[src/rtl/pio_pkg.sv]
package pio_pkg;

    typedef enum logic [2:0] {
        ST_IDLE, ST_ADDR, ST_STROBE, ST_HOLD, ST_DONE, ST_BAD
    } pio_state_e;

    typedef enum logic [2:0] {
        FM_NONE, FM_IMM_IN, FM_IMM_OUT, FM_IND_IN, FM_IND_OUT
    } pio_form_e;

    localparam logic [7:0] OPC_IMM_IN  = 8'hDB;
    localparam logic [7:0] OPC_IMM_OUT = 8'hD3;
    localparam logic [7:0] OPC_PREFIX  = 8'hED;

    localparam logic [2:0] RF_FLAGS = 3'b110;
    localparam logic [2:0] RF_ACC   = 3'b111;

    function automatic logic even_ones(input logic [7:0] v);
        return ~^v;
    endfunction

endpackage

[src/rtl/pio_decode.sv]
module pio_decode
    import pio_pkg::*;
(
    input  logic [7:0] opcode,
    input  logic [7:0] operand,
    output pio_form_e  form,
    output logic [2:0] rfield
);

    always_comb begin
        form = FM_NONE;
        case (opcode)
            OPC_IMM_IN:  form = FM_IMM_IN;
            OPC_IMM_OUT: form = FM_IMM_OUT;
            OPC_PREFIX: begin
                if (operand[7:6] == 2'b01 && operand[2:1] == 2'b00)
                    form = operand[0] ? FM_IND_OUT : FM_IND_IN;
            end
            default: form = FM_NONE;
        endcase
        rfield = (form == FM_IMM_IN || form == FM_IMM_OUT) ? RF_ACC : operand[5:3];
    end

endmodule

[src/rtl/pio_regsel.sv]
module pio_regsel (
    input  logic [2:0] sel,
    input  logic [7:0] ra,
    input  logic [7:0] rb,
    input  logic [7:0] rc,
    input  logic [7:0] rd,
    input  logic [7:0] re,
    input  logic [7:0] rh,
    input  logic [7:0] rl,
    input  logic [7:0] rf,
    output logic [7:0] val
);

    always_comb begin
        unique case (sel)
            3'b000:  val = rb;
            3'b001:  val = rc;
            3'b010:  val = rd;
            3'b011:  val = re;
            3'b100:  val = rh;
            3'b101:  val = rl;
            3'b110:  val = rf;
            default: val = ra;
        endcase
    end

endmodule

[src/rtl/pio_flags.sv]
module pio_flags
    import pio_pkg::*;
(
    input  logic [7:0] din,
    input  logic [2:0] keep,   // {F[5], F[3], F[0]}
    output logic [7:0] fout
);

    always_comb begin
        fout = {din[7], (din == 8'h00), keep[2], 1'b0,
                keep[1], even_ones(din), 1'b0, keep[0]};
    end

endmodule

[src/rtl/pio_exec.sv]
module pio_exec
    import pio_pkg::*;
#(
    parameter int IMM_CYCLES = 11,
    parameter int IND_CYCLES = 12
) (
    input  logic        clk,
    input  logic        rst_n,
    input  logic        start,
    input  logic [7:0]  opcode,
    input  logic [7:0]  operand,
    input  logic [7:0]  reg_a,
    input  logic [7:0]  reg_b,
    input  logic [7:0]  reg_c,
    input  logic [7:0]  reg_d,
    input  logic [7:0]  reg_e,
    input  logic [7:0]  reg_h,
    input  logic [7:0]  reg_l,
    input  logic [7:0]  reg_f,
    input  logic [7:0]  io_rdata,
    output logic [15:0] io_addr,
    output logic [7:0]  io_wdata,
    output logic        io_rd,
    output logic        io_wr,
    output logic        done,
    output logic        illegal,
    output logic        wb_en,
    output logic [2:0]  wb_sel,
    output logic [7:0]  wb_data,
    output logic        flag_we,
    output logic [7:0]  flag_out
);

    localparam int MAX_CYC = (IMM_CYCLES > IND_CYCLES) ? IMM_CYCLES : IND_CYCLES;
    localparam int CNT_W   = (MAX_CYC > 2) ? $clog2(MAX_CYC) : 1;
    localparam logic [CNT_W-1:0] IMM_LAST = CNT_W'(IMM_CYCLES - 2);
    localparam logic [CNT_W-1:0] IND_LAST = CNT_W'(IND_CYCLES - 2);

    pio_state_e        state_q, state_d;
    logic [CNT_W-1:0]  cnt_q;
    pio_form_e         form_dec, form_q;
    logic [2:0]        rfield_dec, rfield_q;
    logic [7:0]        op_q, rdata_q;
    logic [7:0]        a_q, b_q, c_q, d_q, e_q, h_q, l_q, f_q;
    logic [7:0]        sel_val, flag_calc;
    logic              is_in, is_imm, at_last;

    pio_decode u_decode (
        .opcode  (opcode),
        .operand (operand),
        .form    (form_dec),
        .rfield  (rfield_dec)
    );

    pio_regsel u_regsel (
        .sel (rfield_q),
        .ra  (a_q), .rb (b_q), .rc (c_q), .rd (d_q),
        .re  (e_q), .rh (h_q), .rl (l_q), .rf (f_q),
        .val (sel_val)
    );

    pio_flags u_flags (
        .din  (rdata_q),
        .keep ({f_q[5], f_q[3], f_q[0]}),
        .fout (flag_calc)
    );

    assign is_in   = (form_q == FM_IMM_IN) || (form_q == FM_IND_IN);
    assign is_imm  = (form_q == FM_IMM_IN) || (form_q == FM_IMM_OUT);
    assign at_last = (cnt_q == (is_imm ? IMM_LAST : IND_LAST));

    // next-state logic
    always_comb begin
        state_d = state_q;
        unique case (state_q)
            ST_IDLE:   if (start) state_d = (form_dec == FM_NONE) ? ST_BAD : ST_ADDR;
            ST_ADDR:   state_d = ST_STROBE;
            ST_STROBE: state_d = at_last ? ST_DONE : ST_HOLD;
            ST_HOLD:   state_d = at_last ? ST_DONE : ST_HOLD;
            ST_DONE:   state_d = ST_IDLE;
            ST_BAD:    state_d = ST_IDLE;
            default:   state_d = ST_IDLE;
        endcase
    end

    // state register and cycle counter
    always_ff @(posedge clk or negedge rst_n) begin
        if (!rst_n) begin
            state_q <= ST_IDLE;
            cnt_q   <= '0;
        end else begin
            state_q <= state_d;
            cnt_q   <= (state_q == ST_IDLE) ? '0 : cnt_q + 1'b1;
        end
    end

    // operand snapshot and read capture
    always_ff @(posedge clk or negedge rst_n) begin
        if (!rst_n) begin
            form_q <= FM_NONE; rfield_q <= '0; op_q <= '0; rdata_q <= '0;
            a_q <= '0; b_q <= '0; c_q <= '0; d_q <= '0;
            e_q <= '0; h_q <= '0; l_q <= '0; f_q <= '0;
        end else begin
            if (state_q == ST_IDLE && start) begin
                form_q <= form_dec; rfield_q <= rfield_dec; op_q <= operand;
                a_q <= reg_a; b_q <= reg_b; c_q <= reg_c; d_q <= reg_d;
                e_q <= reg_e; h_q <= reg_h; l_q <= reg_l; f_q <= reg_f;
            end
            if (state_q == ST_STROBE && is_in)
                rdata_q <= io_rdata;
        end
    end

    // outputs
    always_comb begin
        io_addr  = '0; io_wdata = '0; io_rd = 1'b0; io_wr = 1'b0;
        done     = 1'b0; illegal = 1'b0;
        wb_en    = 1'b0; wb_sel = '0; wb_data = '0;
        flag_we  = 1'b0; flag_out = '0;
        unique case (state_q)
            ST_ADDR, ST_STROBE, ST_HOLD: begin
                io_addr  = is_imm ? {a_q, op_q} : {b_q, c_q};
                io_wdata = is_in ? 8'h00 : sel_val;
                if (state_q == ST_STROBE) begin
                    io_rd = is_in;
                    io_wr = !is_in;
                end
            end
            ST_DONE: begin
                done = 1'b1;
                if (is_in && !(form_q == FM_IND_IN && rfield_q == RF_FLAGS)) begin
                    wb_en   = 1'b1;
                    wb_sel  = rfield_q;
                    wb_data = rdata_q;
                end
                if (form_q == FM_IND_IN) begin
                    flag_we  = 1'b1;
                    flag_out = flag_calc;
                end
            end
            ST_BAD:  illegal = 1'b1;
            default: ;
        endcase
    end

endmodule

[config.mk]
export PLATFORM = sky130hd
export DESIGN_NAME = pio_exec
export DESIGN_NICKNAME = d
export VERILOG_FILES = /design/src/rtl/pio_pkg.sv /design/src/rtl/pio_decode.sv /design/src/rtl/pio_regsel.sv /design/src/rtl/pio_flags.sv /design/src/rtl/pio_exec.sv
export SDC_FILE = /design/constraint.sdc
export NUM_CORES = 1
export LEC_CHECK = 0
export BUFFER_PORTS_ARGS = -buffer_cell sky130_fd_sc_hd__buf_4
export CAP_MARGIN = 0
export CORE_AREA = 2 2 108 110
export CTS_CLUSTER_DIAMETER = 80
export CTS_CLUSTER_SIZE = 12
export DETAILED_ROUTE_END_ITERATION = 10
export DIE_AREA = 0 0 110 112
export GPL_TIMING_DRIVEN = 1
export HOLD_SLACK_MARGIN = 0.12
export PLACE_DENSITY = 0.79
export SLEW_MARGIN = 20
export SYNTH_ARGS = -nofsm -noshare
export SYNTH_HDL_FRONTEND = slang
export SYNTH_HIERARCHICAL = 1
export SYNTH_SLANG_ARGS = --single-unit
[constraint.sdc]
create_clock -name clk -period 4 [get_ports clk]
set_clock_uncertainty 0.1 [all_clocks]
set_input_delay 0.4 -clock clk [delete_from_list [all_inputs] [get_ports clk]]
set_output_delay 0.4 -clock clk [all_outputs]
set_load 0.01 [all_outputs]
Yosys cells after proc, flatten, opt, wreduce, memory -nomap -nowiden

Cells that the tools add are included.

RAM bits: 0
Memory bits (read-only): 0
Output and inout port bits: 49
Memories kept: 0
Logic and storage cells: 86
Register bits after elaboration: 93
Bits in latches: 0
Input port bits: 91

Order comparisons: 0
Shift operators: 0
Add/sub/neg operators: 1
Equal/unequal tests: 22
Bitwise gates (word level): 0
Reduce and logical (&&, ||, !) cells: 18
Divide/modulo/power cells: 0
Mux-type cells: 31
$mul: 0

Operators by type and width:

| cell                  | count |
|---|---|
| $pmux W8 S7           | 1 |
| $mux W8               | 6 |
| $mux W16              | 2 |
| $eq A8 B8 Y1 const B  | 3 |
| $mux W3               | 8 |
| $eq A3 B2 Y1 const B  | 7 |
| $pmux W3 S3           | 2 |
| $eq A3 B3 Y1 const B  | 5 |
| $eq A3 B1 Y1 const B  | 4 |
| $mux W1               | 10 |
| $logic_not A3 Y1      | 3 |
| $logic_not A8 Y1      | 1 |
| $reduce_xnor A8 Y1    | 1 |
| $logic_and A1 B1 Y1   | 5 |
| $add A4 B1 Y4 const B | 1 |
| $eq A4 B4 Y1          | 1 |
| $mux W4               | 1 |
| $logic_or A1 B1 Y1    | 3 |
| $reduce_or A3 Y1      | 1 |
| $eq A2 B1 Y1 const B  | 1 |
| $logic_not A1 Y1      | 2 |
| $logic_not A2 Y1      | 1 |
| $mux W2               | 1 |
| $ne A2 B2 Y1 const B  | 1 |
| $reduce_or A2 Y1      | 1 |

Logic depth before layout (Yosys ltp)

Gate-level depths: netlist of run 1.

Word-level depth: 8
Depth in mapped cells: 7
Mapped depth without buffers: 5

By module

The synthesis of run 1 kept the hierarchy.

Modules (own cells, without submodules):

| module     | cells each | area an instance (um^2) | sequential area each (um^2) | times used |
|---|---|---|---|---|
| pio_exec   | 479        | 4086.4                  | 2327.2                      | 1 |
| pio_regsel | 79         | 549.3                   | 0.0                         | 1 |
| pio_flags  | 23         | 163.9                   | 0.0                         | 1 |
| pio_decode | 15         | 128.9                   | 0.0                         | 1 |

Worst setup path before layout of run 1

No wires, ideal clock.

Path kind: reg2out
Start point: register form_q[0]
End point: output io_addr[10]
Data required time: 3500 ps
Path slack: 2148 ps
Buffers on the path: 2
Stages on the path, launching flop included: 7
Arrival time: 1352 ps
Path through: dfrtp_1 xnor2_1 or2_1 buf_2 buf_2 nand2_1 a21oi_1

Longest elaborated chain between the ends: 4
Elaborated cells on any way between the ends: 5
Those cells by class: eq/ne (2); mux (2); reduce/logical (1)

Ends and longest elaborated chain:

| what                                         | line            | source |
|---|---|---|
| from (decl)                                  | pio_exec.sv:41  | `pio_form_e form_dec, form_q;` |
| from (signal assigned)                       | pio_exec.sv:105 | `form_q <= form_dec; rfield_q <= rfield_dec; op_q <= operand;` |
| $eq A3 B1 Y1 or $eq A3 B2 Y1 (tied branches) | pio_exec.sv:69  | `assign is_imm = (form_q == FM_IMM_IN) \|\| (form_q == FM_IMM_OUT);` |
| $logic_or A1 B1 Y1 *                         | pio_exec.sv:69  |  |
| $mux W16 *                                   | pio_exec.sv:122 | `io_addr = is_imm ? {a_q, op_q} : {b_q, c_q};` |
| $mux W16 *                                   | pio_exec.sv:120 | `unique case (state_q)` |
| to (decl)                                    | pio_exec.sv:21  | `output logic [15:0] io_addr,` |

Mark *: on every way between the ends. The rest lies on a longest branch, timed or not.

Final worst setup path of run 1

Start point: register rfield_q[2]
End point: output io_wdata[1]

Longest elaborated chain between the ends: 4
Elaborated cells on any way between the ends: 10
Those cells by class: eq/ne (6); mux (3); reduce/logical (1)

Ends and longest elaborated chain:

| what                                 | line             | source |
|---|---|---|
| from (decl)                          | pio_exec.sv:42   | `logic [2:0] rfield_dec, rfield_q;` |
| from (signal assigned)               | pio_exec.sv:105  |  |
| $eq A3 B3 Y1 (tied with other cells) | pio_regsel.sv:15 | `unique case (sel)` |
| $pmux W8 S7 *                        | pio_regsel.sv:15 |  |
| via sel_val[1]                       | pio_exec.sv:45   | `logic [7:0] sel_val, flag_calc;` |
| $mux W8 *                            | pio_exec.sv:123  | `io_wdata = is_in ? 8'h00 : sel_val;` |
| $mux W8 *                            | pio_exec.sv:120  |  |
| to (decl)                            | pio_exec.sv:22   | `output logic [7:0] io_wdata,` |

Mark *: on every way through the listed nets, which the timed path passes. The rest lies on a longest branch.

==> results of run 1 <==
[routing by layer]
layer | vias to the layer above | GRT usage (%) | share of wire, %
li1 | 2168 | - | -
met1 | 2147 | 33.5 | 45
met2 | 193 | 34.2 | 46
met3 | 19 | 3.10 | 6.8
met4 | 0 | 8.69 | 1.9
met5 | - | 0 | 0
[timing repair]
| action | CTS | global route |
|---|---|---|
| hold endpoints to repair | 52 | 0 |
| buffers inserted | 0 | 0 |
| hold buffers | 1 | 0 |
[cell families after synthesis]
group / after synthesis / share of synthesized area [%]
AO/OA/AOI/OAI: 66 / 8.91
XOR/XNOR: 6 / 1.07
adder cells (fa/ha/maj): 5 / 1.27
buffers and inverters: 52 / 5.76
flip-flops: 93 / 47.2
multiplexers: 14 / 3.12
other: 1 / 0.0761
AND/OR/NAND/NOR: 359 / 32.6
[worst max-delay path: cells and delay by family, from the launching register on]
kind	cells	cell delay, ns
flops	1	0.89
buf+inv	1	0.11
simple gates	2	0.54
compound gates	3	0.64
[state kept, by name, indices dropped and copies added, names as in the netlist]
| name | flops |
|---|---|
| d_q | 8 |
| op_q | 8 |
| l_q | 8 |
| e_q | 8 |
| rdata_q | 8 |
| b_q | 8 |
| cnt_q | 4 |
| a_q | 8 |
| state_q | 3 |
| f_q | 8 |
| h_q | 8 |
| c_q | 8 |
| rfield_q | 3 |
| form_q | 3 |
[report_power, final]
part	internal [mW]	total [mW]	switching [mW]
Combinational	0.803	1.64	0.833
Clock	0.582	0.933	0.351
Sequential	1.32	1.76	0.437
Total	2.71	4.33	1.62
[cell type report]
| cell class | instances | area, um2 |
|---|---|---|
| tap | 143 | 179 |
| clock buffer | 13 | 260 |
| inverter | 12 | 45.0 |
| multi-input combinational | 452 | 2320 |
| timing repair buffer | 141 | 1060 |
| clock inverter | 3 | 67.6 |
| fill | 1029 | 4910 |
| sequential | 93 | 2330 |
[how the worst max path moves through the flow]
stage	from	endpoint	slack [ns]
6_report	rfield_q[2]	io_wdata[1]	0.97
5_1_grt	rfield_q[0]	io_wdata[7]	0.81
4_1_cts	rfield_q[0]	io_wdata[7]	1.0
3_5_place_dp	rfield_q[0]	io_wdata[7]	1.36
3_3_place_gp	rfield_q[0]	io_wdata[7]	1.45
2_1_floorplan	form_q[0]	io_addr[10]	2.15
[stage by stage]
step | area, um2 | power (mW) | hold slack (ns) | cells | setup slack, ns
2_1_floorplan | 4930 | 2.70 | 0.00441 | 597 | 2.15
3_3_place_gp | 5930 | 3.33 | 0.360 | 840 | 1.45
3_5_place_dp | 5930 | 3.39 | 0.366 | 840 | 1.36
4_1_cts | 6260 | 4.35 | 0.135 | 857 | 0.997
5_1_grt | 6260 | 4.62 | 0.145 | 857 | 0.810
6_report | 6260 | 4.33 | 0.137 | 857 | 0.970
[layout by cell type (no fill, tap or decap), types with 3 or more instances in the layout]
cell type,netlist,final
nand2_1,275,274
buf_4,11,140
dfrtp_1,93,93
a21oi_1,26,26
and3_1,19,19
and2_1,13,12
inv_1,12,12
a221oi_1,12,12
nor2_1,10,10
mux2_2,10,10
clkbuf_16,0,9
a31oi_1,7,7
a22oi_1,7,7
nand2b_1,6,6
o22a_1,6,6
xnor2_1,5,5
ha_1,5,5
nor2_2,4,4
nor3_1,3,3
mux2i_1,3,3
and4bb_1,3,3
==> impl_metrics.json, run 1 <==
{
  "hpwl_um": 9930,
  "worstMarginPinSlew_ns": 0.890,
  "grt_pass1_vias": 4315,
  "synth_top_area_share_pct": 47.2,
  "cts.sink_count": 93,
  "cts_buffers": 9,
  "yosysWarningCount": 6,
  "insertedDiodeCount": 0,
  "die_area_mm2": 0.0123,
  "reg2regPathDepth": 5,
  "cts-resized-gates": 0,
  "pin_count": 140,
  "yosysSeqAreaShare_pct": 47.2,
  "die_width_um": 110,
  "antenna_found_initial": 0,
  "relSlewSlack_pct": 40.7,
  "leakage_nw": 3.32,
  "max-vdd-ir-drop_mv": 0.338,
  "fmax_mhz": 330,
  "setup_tns_ns": 0,
  "vias": 4527,
  "syn_inst": 596,
  "synth.largest_area_cell": "dfrtp_1",
  "grt_max_degree": 79,
  "cts_tree": "yes",
  "root_buffer": "clkbuf_16",
  "area_growth_syn_to_layout_pct": 27.1,
  "synth_area_mm2": 0.00493,
  "ant_nets": 0,
  "hold_path.class": "in2reg",
  "port_buffers": 137,
  "crit_path_end_kind": "primary output",
  "power_density_mw_per_mm2": 691,
  "cts.clk_slew.worst_paths_ns": 0.06,
  "r2r-end": "f_q[2]",
  "initial_utilization_pct": 44.1,
  "final-setup-viol-count": 0,
  "hold_depth": 3,
  "period_share_pct": 75.7,
  "drc": 0,
  "min_to": "e_q[4]",
  "drt_iter0_markers": 406,
  "synthArstFlopShare_pct": 100,
  "synth_common_cells": "nand2_1, dfrtp_1, a21oi_1",
  "cts_buffer_depth": 2,
  "r2r_slack_ns": 1.66,
  "hold_violations": 0,
  "synth_edf_count": 0,
  "period_needed_ns": 3.03,
  "synthFlopType": "dfrtp_1",
  "critical_path_class": "reg2out",
  "rows": 39,
  "crit_path_max_fanout": 25,
  "core_region_area_mm2": 0.0112,
  "maxCapViolCount": 0,
  "grt_pass1_wl_um": 21700,
  "grt-ovfl-total": 0,
  "totalWireLength_um": 13700,
  "layout.nets": 805,
  "dieHeight_um": 112,
  "clk_latency_ns": 0.34,
  "track_usage_pct": 22.9,
  "synthTopCellsByArea": "dfrtp_1, nand2_1, a21oi_1",
  "rsz0062_at_grt": "no",
  "synth_cell_types": 55,
  "ctsHtreeMaxLevel": 3,
  "synth.most_common_cell": "nand2_1",
  "min_from": "reg_e[4]",
  "crit_path_top_delay_cell": "dfrtp_1",
  "vias_per_cell": 5.28,
  "postSynthAreaPerCell_um2": 8.27,
  "start_kind": "flop",
  "drt-wirelength-per-cell_um": 16.0,
  "cp.arrival_ns": 2.53,
  "critical_path.cell_chain": "nor2b_2 -> a22oi_1 -> a21oi_1 -> o22a_1 -> and2_1 -> buf_4",
  "finalCoreUtilization_pct": 56.1,
  "drt_pre_antenna_iters": 5,
  "synth-seq-cells": 93,
  "crit_required_ns": 3.50,
  "timing.rr.start": "state_q[2]",
  "status": "finished clean",
  "place.gp.congestion": 0.867,
  "slew_viol_final": 0,
  "crit_path_max_incr_delay_ns": 0.89,
  "drive_gt1_share_pct": 25.2
}
No activity file was read; power rests on OpenSTA's default activity.
==> run 2: changes to the inputs <==
- ABC_AREA: unset -> 1
- CORE_AREA: 2 2 108 110 -> 2 2 113 115
- DIE_AREA: 0 0 110 112 -> 0 0 115 117
- PLACE_DENSITY: 0.79 -> 0.77
- clock period: 4 -> 3.13 ns (I/O delays scaled with it)
==> impl_metrics.json, run 2 <==
{
  "synthTopCellsByArea": "dfrtp_1, mux2_4, nand2_1",
  "vias_per_cell": 5.11,
  "cts.clk_slew.worst_paths_ns": 0.06,
  "timing.rr.start": "state_q[2]",
  "postSynthAreaPerCell_um2": 9.10,
  "yosysWarningCount": 6,
  "vias": 4826,
  "hpwl_um": 10300,
  "dp.cells": 852,
  "layout.nets": 887,
  "pre_cts_ws_ns": 0.908,
  "min_to": "a_q[2]",
  "start_kind": "flop",
  "port_buffers": 137,
  "min_from": "reg_a[2]",
  "total_power_mw": 6.19,
  "worst_path_most_repeated_cell": "nor2_1",
  "synth_common_cells": "nand2_1, dfrtp_1, nor2_1",
  "power_density_mw_per_mm2": 827,
  "cp.arrival_ns": 2.23,
  "crit_path_end_kind": "primary output",
  "drt_iter0_markers": 309,
  "hold_violations": 0,
  "drt_pre_antenna_iters": 5,
  "ctsHtreeMaxLevel": 3,
  "period_share_pct": 84.6,
  "crit_path_max_incr_delay_ns": 0.74,
  "cts.sink_count": 93,
  "drt-wirelength-per-cell_um": 16.3,
  "hold_depth": 2,
  "r2r_slack_ns": 1.02,
  "status": "finished clean",
  "drive_gt1_share_pct": 31.1,
  "area_growth_syn_to_layout_pct": 39.8,
  "final_cell_count_no_fill": 945,
  "reg2regPathDepth": 4,
  "critical_path.cell_chain": "buf_4 -> nor2_8 -> nand2_2 -> nor2_1 -> nor2_1 -> nand3_1 -> nand2_1 -> nor2_1 -> buf_4",
  "grt_pass1_vias": 4804,
  "cp_top_family": "flip-flops",
  "fillerInstances": 1022,
  "layout_commonest_cell": "buf_4",
  "crit_path_top_delay_cell": "dfrtp_1",
  "synth-seq-cells": 93,
  "maxCapViolCount": 0,
  "placement.cell_area_mm2": 0.00639,
  "final-setup-viol-count": 0,
  "crit_start": "rfield_q[0]",
  "grt_max_degree": 54,
  "rsz0062_at_grt": "no",
  "syn_inst": 589,
  "insertedDiodeCount": 0,
  "post_synth_fa_ha_maj_area_fraction_pct": 1.17,
  "leakage_nw": 4.06,
  "final_area_mm2": 0.00749,
  "pin_count": 140,
  "synth_top_family_by_area": "simple AND/OR/NAND/NOR gates",
  "die_area_mm2": 0.0135,
  "fmax_mhz": 378,
  "relSlewSlack_pct": 43.9,
  "grt_pass1_wl_um": 24300,
  "r2r-end": "c_q[5]",
  "synth_edf_count": 0,
  "cts_tree": "yes",
  "core_region_area_mm2": 0.0123,
  "setup_tns_ns": 0,
  "antenna_found_initial": 0,
  "die_width_um": 115,
  "root_buffer": "clkbuf_16",
  "dieHeight_um": 117,
  "setup_ws_ns": 0.483,
  "hold_path.class": "in2reg",
  "initial_utilization_pct": 43.5,
  "mostFrequentLayoutCells": "buf_4, nand2_1, dfrtp_1, dlygate4sd3_1, nor2_1",
  "synth_top_area_share_pct": 43.4,
  "yosysSeqAreaShare_pct": 43.4,
  "crit_required_ns": 2.72,
  "finalCoreUtilization_pct": 60.9,
  "synthFlopType": "dfrtp_1",
  "grt-ovfl-total": 0,
  "drc": 0,
  "synth-compound-area-share_pct": 3.57,
  "track_usage_pct": 23.7,
  "yosys-mux-area-fraction_pct": 18.5,
  "synth-xor-area-share_pct": 0.163,
  "synth_area_mm2": 0.00536,
  "synthArstFlopShare_pct": 100,
  "totalWireLength_um": 15400,
  "max-vdd-ir-drop_mv": 0.441,
  "period_needed_ns": 2.65,
  "critical_path_class": "reg2out",
  "rows": 41,
  "synthSimpleGateAreaFrac_pct": 22.6,
  "holdWs_ns": 0.125,
  "synth.most_common_cell": "nand2_1",
  "worstMarginPinSlew_ns": 0.840,
  "slew_viol_final": 0,
  "cts_buffer_depth": 2,
  "crit_path_max_fanout": 17,
  "synth_cell_types": 31,
  "clk_latency_ns": 0.34,
  "cts_buffers": 9,
  "path_buf_inv": 2,
  "place.gp.congestion": 0.847,
  "synth.largest_area_cell": "dfrtp_1",
  "ant_nets": 0
}
## run 2: changes by cell type after synthesis, sizes merged, moves of 7 or more
cell,delta
a22oi,-7
inv,+63
nand2,-154
nor2,+65
mux2,+61
o21ai,+7
nand4,+43
and2,-14
and3,-20
a221oi,-12
nand3,+20
clkbuf,-10
nand2b,-7
## run 2: layer usage
| layer | vias to the layer above | global-route usage, % | part of all wire [%] |
|---|---|---|---|
| met5 | - | 0 | 0 |
| met4 | 0 | 10.5 | 2.9 |
| met3 | 32 | 2.99 | 6.1 |
| met2 | 204 | 38.5 | 47 |
| met1 | 2274 | 32.0 | 44 |
| li1 | 2316 | - | - |
## run 2: how the worst max path moves through the flow
stage,to,slack (ns),cells past startpoint
after floorplan,wb_data[0],1.38,6
after global placement,io_wdata[1],0.95,9
after detailed placement,io_wdata[1],0.91,9
after CTS,io_wdata[1],0.53,9
after global routing,io_wdata[1],0.34,9
final,io_wdata[1],0.48,9
## run 2: worst reg2reg max path, stage by stage (launching register included)
cell,delay [ns]
dfrtp_1,0.43
nor2_1,0.12
nand2_4,0.51
buf_4,0.45
mux2_2,0.39
## run 2: area by class of cell
type                       count  area [um2]  share of cell area [%]
clock inverter                 5        82.6                    1.10
sequential                    93        2330                    31.1
multi-input combinational    388        2480                    33.0
tap                          150         188                    2.50
clock buffer                  10         239                    3.19
inverter                      75         292                    3.89
timing repair buffer         224        1890                    25.2
## run 2: report_power, final
| part | switching [mW] | leakage (nW) | internal (mW) |
|---|---|---|---|
| combinational | 1.38 | 2.79 | 1.41 |
| clock | 0.460 | 0.159 | 0.720 |
| sequential | 0.484 | 1.10 | 1.74 |
## run 2: kinds of logic (layout without fill, tap and decap cells)
family / after synthesis / count (layout)
AOI/OAI and AO/OA: 37 / 37
xor gates and xnor gates: 1 / 1
DFF: 93 / 93
other: 1 / 2
buffers and inverters: 109 / 314
adders and majority gates: 5 / 5
muxes: 72 / 72
and+or+nand+nor: 271 / 271
## run 2: what timing repair did
action / CTS / global route
hold endpoints to repair: 128 / 0
setup buffers: 0 / 0
gates resized for setup: 0 / 0
hold buffers: 78 / 0
